[src/rtl/bdring_seq.sv]
module bdring_seq #(
  parameter int NUM_BD    = 16,
  parameter int TXCNT_MAX = 128,
  localparam int IDX_W    = $clog2(NUM_BD)
) (
  input  logic             clk,
  input  logic             rst_n,
  input  logic             reg_wr,
  input  logic [10:0]      reg_addr,
  input  logic [31:0]      reg_wdata,
  output logic [31:0]      reg_rdata,
  output logic             tx_ready,
  output logic [31:0]      tx_buf_addr,
  output logic [15:0]      tx_len,
  output logic [1:0]       tx_flags,
  output logic [IDX_W-1:0] tx_index,
  input  logic             tx_done,
  input  logic [8:0]       tx_result,
  output logic             rx_ready,
  output logic [31:0]      rx_buf_addr,
  output logic [IDX_W-1:0] rx_index,
  input  logic             rx_done,
  input  logic [15:0]      rx_len,
  input  logic [8:0]       rx_status,
  output logic             irq
);
  logic [31:0]      stat_q [NUM_BD];
  logic [31:0]      addr_q [NUM_BD];
  logic [7:0]       cnt_q;
  logic [4:0]       src_q, mask_q;
  logic [IDX_W-1:0] tx_ptr, rx_ptr;

  wire             tbl_hit = reg_addr[10] && (reg_addr[9:IDX_W+3] == '0);
  wire [IDX_W-1:0] tbl_idx = reg_addr[IDX_W+2:3];
  wire             wr_src  = reg_wr && (reg_addr == 11'h000);
  wire             wr_mask = reg_wr && (reg_addr == 11'h004);
  wire             wr_cnt  = reg_wr && (reg_addr == 11'h008);

  wire [7:0] cnt_in  = (reg_wdata > 32'(TXCNT_MAX)) ? 8'(TXCNT_MAX) : reg_wdata[7:0];
  wire [7:0] txn     = (cnt_q  > 8'(NUM_BD)) ? 8'(NUM_BD) : cnt_q;
  wire [7:0] txn_new = (cnt_in > 8'(NUM_BD)) ? 8'(NUM_BD) : cnt_in;

  wire [31:0] tx_stat = stat_q[tx_ptr];
  wire [31:0] rx_stat = stat_q[rx_ptr];

  assign tx_ready    = (txn != 8'd0) && tx_stat[15];
  assign rx_ready    = (txn < 8'(NUM_BD)) && rx_stat[15];
  assign tx_buf_addr = addr_q[tx_ptr];
  assign tx_len      = tx_stat[31:16];
  assign tx_flags    = tx_stat[12:11];
  assign rx_buf_addr = addr_q[rx_ptr];
  assign tx_index    = tx_ptr;
  assign rx_index    = rx_ptr;

  wire tx_go   = tx_done && tx_ready;
  wire rx_go   = rx_done && rx_ready;
  wire tx_last = tx_stat[13] || (8'(tx_ptr) == txn - 8'd1);
  wire rx_last = rx_stat[13] || (rx_ptr == IDX_W'(NUM_BD - 1));
  wire tx_bad  = |(tx_result & 9'h10D);
  wire rx_bad  = |(rx_status & 9'h06F);

  wire [4:0] src_set = {rx_done && !rx_ready,
                        rx_go && rx_stat[14] && rx_bad,
                        rx_go && rx_stat[14] && !rx_bad,
                        tx_go && tx_stat[14] && tx_bad,
                        tx_go && tx_stat[14] && !tx_bad};

  assign irq = |(src_q & mask_q);

  always_ff @(posedge clk or negedge rst_n) begin
    if (!rst_n) begin
      src_q  <= '0;
      mask_q <= '0;
      cnt_q  <= '0;
      tx_ptr <= '0;
      rx_ptr <= '0;
    end else begin
      src_q <= (src_q & ~(wr_src ? reg_wdata[4:0] : 5'b0)) | src_set;
      if (wr_mask) mask_q <= reg_wdata[4:0];
      if (wr_cnt) begin
        cnt_q  <= cnt_in;
        tx_ptr <= '0;
        rx_ptr <= IDX_W'(txn_new);
      end else begin
        if (tx_go) tx_ptr <= tx_last ? '0 : tx_ptr + 1'b1;
        if (rx_go) rx_ptr <= rx_last ? IDX_W'(txn) : rx_ptr + 1'b1;
      end
    end
  end

  always_ff @(posedge clk or negedge rst_n) begin
    if (!rst_n) begin
      for (int i = 0; i < NUM_BD; i++) begin
        stat_q[i] <= '0;
        addr_q[i] <= '0;
      end
    end else begin
      if (reg_wr && tbl_hit) begin
        if (reg_addr[2]) addr_q[tbl_idx] <= reg_wdata;
        else             stat_q[tbl_idx] <= reg_wdata;
      end
      if (tx_go) stat_q[tx_ptr] <= {tx_stat[31:16], 1'b0, tx_stat[14:9], tx_result};
      if (rx_go) stat_q[rx_ptr] <= {rx_len, 1'b0, rx_stat[14:9], rx_status};
    end
  end

  always_comb begin
    reg_rdata = '0;
    if (tbl_hit) reg_rdata = reg_addr[2] ? addr_q[tbl_idx] : stat_q[tbl_idx];
    else if (reg_addr == 11'h000) reg_rdata = {27'b0, src_q};
    else if (reg_addr == 11'h004) reg_rdata = {27'b0, mask_q};
    else if (reg_addr == 11'h008) reg_rdata = {24'b0, cnt_q};
  end
endmodule

[config.mk]
export PLATFORM = sky130hd
export DESIGN_NAME = bdring_seq
export DESIGN_NICKNAME = d
export VERILOG_FILES = /design/src/rtl/bdring_seq.sv
export SDC_FILE = /design/constraint.sdc
export NUM_CORES = 2
export LEC_CHECK = 0
export ABC_AREA = 0
export BUFFER_PORTS_ARGS = -buffer_cell sky130_fd_sc_hd__clkbuf_2
export CAP_MARGIN = 10
export CELL_PAD_IN_SITES_DETAIL_PLACEMENT = 0
export CELL_PAD_IN_SITES_GLOBAL_PLACEMENT = 1
export CORE_MARGIN = 3
export CORE_UTILIZATION = 35
export CTS_CLUSTER_DIAMETER = 150
export DETAILED_ROUTE_END_ITERATION = 8
export GPL_ROUTABILITY_DRIVEN = 1
export PLACE_DENSITY_LB_ADDON = 0.1
export SYNTH_ARGS = -nofsm -noshare
export SYNTH_HDL_FRONTEND = slang
export SYNTH_SLANG_ARGS = --single-unit
[constraint.sdc]
create_clock -name clk -period 4.9 [get_ports clk]
set_clock_uncertainty 0.15 [all_clocks]
set_input_delay 0.98 -clock clk [delete_from_list [all_inputs] [get_ports clk]]
set_output_delay 0.98 -clock clk [all_outputs]
set_load 0.02 [all_outputs]
==> results.toml <==
[cts]
clock-sinks = 1050
cts_max_path_buffers = 3
ctsHoldBuffers = 0
clockRootBuffer = "clkbuf_16"
htree_levels = 4
cts_buffers = 136
clock_latency_ns = 0.80
path_clk_slew_ns = 0.06
tritoncts = "yes"

[final_layout]
regArea_um2 = 26300
multiInputGateArea_um2 = 40500
final_common_cell = "dfrtp_1"
fin_area_um2 = 78700
most-common-layout-cells = "dfrtp_1, mux4_2, mux2i_1, mux2_2, nand2_1"
syn_to_final_growth_pct = 13.6
n_fill_cell = 18500
drive_gt1_share_pct = 35.7
nets = 5671

[power]
power_leakage_nw = 37.6
seq_power_share_pct = 39.4
power.density_nw_per_um2 = 315
max-vdd-ir-drop_uv = 307
p_clk_share_pct = 42.6
power.total_w = 0.0248
p_int_w = 0.0174
p_sw_share_pct = 29.9
pwr-share-comb_pct = 18.0
p_sw_w = 0.00740

[yosys]
ys_ff_latch = 1050
synth_top_area_share_pct = 37.9
synth_nets = 5775
synth_area_um2 = 69300
ys_seq_area_share_pct = 37.9
synthFlopType = "dfrtp_1"
ys_types = 60
avgSynthCellArea_um2 = 12.2
synth.largest_area_cell = "dfrtp_1"
synth_edf_count = 0
synthCells = 5683
async_flop_share_pct = 100
yosysWarnings = 0
synth_area_leaders = "dfrtp_1, mux4_2, mux2_2"

[detailed_routing]
remaining_drc_errors = 0
drtAntennaViolNets = 0
via_count = 50900
wire_per_inst_um = 33.7
first_iter_violations = 4235
viasPerCell = 6.13
first_pass_iters = 6
wl_mm = 280

[floorplanning]
start_util_pct = 35.4
num_io_pins = 207
fp-row-count = 162
core_area_um2 = 196000
fp.dieH_um = 451
fp.dieW_um = 451
dieArea_um2 = 203000

[outcome]
outcome = "finished, final reports clean"

[sta]
drv_slew = 0
period_share_pct = 98.5
hold_viol = 0
fmax_mhz = 207
maxSlewHeadroom_pct = 26.1
tns_ns = 0
worst_pin_slew_ns = 1.11
rsz0062_at_grt = "false"
fin_crit_ns = 4.82
setup_viol = 0

[global_routing]
grt_pass1_wl_mm = 401
grt-ovfl-total = 0
grt_max_degree = 97
grt.total_usage_pct = 27.3
antenna_found_initial = 6
grt_pass1_vias = 51000

[worst_hold_path]
hold_path_class = "input port to async pin"

[job]
cap_violations = 0

[place]
globalplace.congestion = 0.817
portBuffers = 206
place_area_um2 = 74100
hpwl_mm = 167

[critical_path]
worst_setup_path_start_kind = "input port"
crit_fanout = 28
critPathKind = "input port to primary output"
arrival_ns = 3.69
crit_path_end_kind = "primary output"
crit_required_ns = 3.77
timing repair:
item	CTS	global route
gates resized for setup	0	1
buffers inserted	0	1
setup endpoints to repair	0	4
path summary, 6_finish.rpt:
path,start,end,slack [ns],depth (start not counted)
min,rst_n,addr_q[70]$_DFFE_PN0P_,0.13,1
max reg2reg,rx_index[0]$_DFFE_PN0P_,stat_q[280]$_DFF_PN0_,0.77,7
min in group clk,addr_q[182]$_DFFE_PN0P_,addr_q[182]$_DFFE_PN0P_,0.37,1
max,reg_addr[3],reg_rdata[30],0.08,7
min reg2reg,addr_q[182]$_DFFE_PN0P_,addr_q[182]$_DFFE_PN0P_,0.37,1
max in group asynchronous,rst_n,addr_q[274]$_DFFE_PN0P_,3.20,2
state kept, by name, indices dropped and copies added, names as in the netlist:
name      flops
cnt_q         8
stat_q      512
tx_index      4
mask_q        5
src_q         5
addr_q      512
rx_index      4
final cells by class:
cell class	count	share of cell area, %
Antenna cell	2	0.00636
Clock inverter	40	0.578
Multi-Input combinational cell	3925	51.4
Tap cell	2624	4.17
Inverter	14	0.0667
Timing Repair Buffer	452	5.07
Sequential cell	1050	33.4
Clock buffer	205	5.31
stage by stage:
stage | util (%) | std cells | hold slack (ns) | setup WS (ns)
3_5_place_dp | 37.8 | 8064 | 0.361 | 0.0316
2_1_floorplan | - | 5683 | 0.328 | 0.666
4_1_cts | 40.2 | 8309 | 0.108 | 0.0283
3_3_place_gp | 37.8 | 8064 | 0.354 | 0.0357
5_1_grt | 40.2 | 8310 | 0.137 | 0.00573
6_report | 40.2 | 8312 | 0.127 | 0.0754
worst max-delay path, stage by stage:
cell	delay, ns
buf_8	0.27
buf_12	0.30
mux4_2	0.54
mux4_2	0.61
mux2i_1	0.59
nor2_1	0.14
clkbuf_2	0.19
kinds of logic (layout without fill, tap and decap cells):
family	after synthesis	after routing	synth area share (%)
muxes	1866	1866	42.0
DFF	1050	1050	37.9
adders and majority gates	10	10	0.180
xor gates and xnor gates	4	4	0.0505
other	0	2	0
and+or+nand+nor	983	983	5.92
buffers and inverters	708	711	4.32
AOI/OAI and AO/OA	1062	1062	9.66
power by group through the flow:
stage          logic [W]  clock network (W)  registers, W
2_1_floorplan    0.00315                  0       0.00949
3_3_place_gp     0.00448                  0       0.00992
3_5_place_dp     0.00450                  0       0.00991
4_1_cts          0.00452             0.0108       0.00976
5_1_grt          0.00477             0.0111       0.00982
6_report         0.00446             0.0105       0.00976
synth_stat cells, drive strengths merged, types with 20 or more instances:
| cell | count |
|---|---|
| nand2 | 460 |
| clkbuf | 433 |
| a21o | 247 |
| nor2 | 401 |
| nand3 | 26 |
| a21oi | 108 |
| a211oi | 246 |
| mux2i | 553 |
| mux2 | 534 |
| nor4 | 20 |
| dfrtp | 1050 |
| o21ai | 422 |
| mux4 | 779 |
| buf | 261 |
layer usage:
| layer | vias up | track usage [%] | share of wire [%] |
|---|---|---|---|
| li1 | 21500 | - | - |
| met1 | 27300 | 37.7 | 44 |
| met2 | 1760 | 44.5 | 48 |
| met3 | 393 | 3.88 | 5.4 |
| met4 | 2 | 8.35 | 3.1 |
| met5 | - | 0 | 0.0046 |
Note: power is estimated with default switching activity, not from simulation.
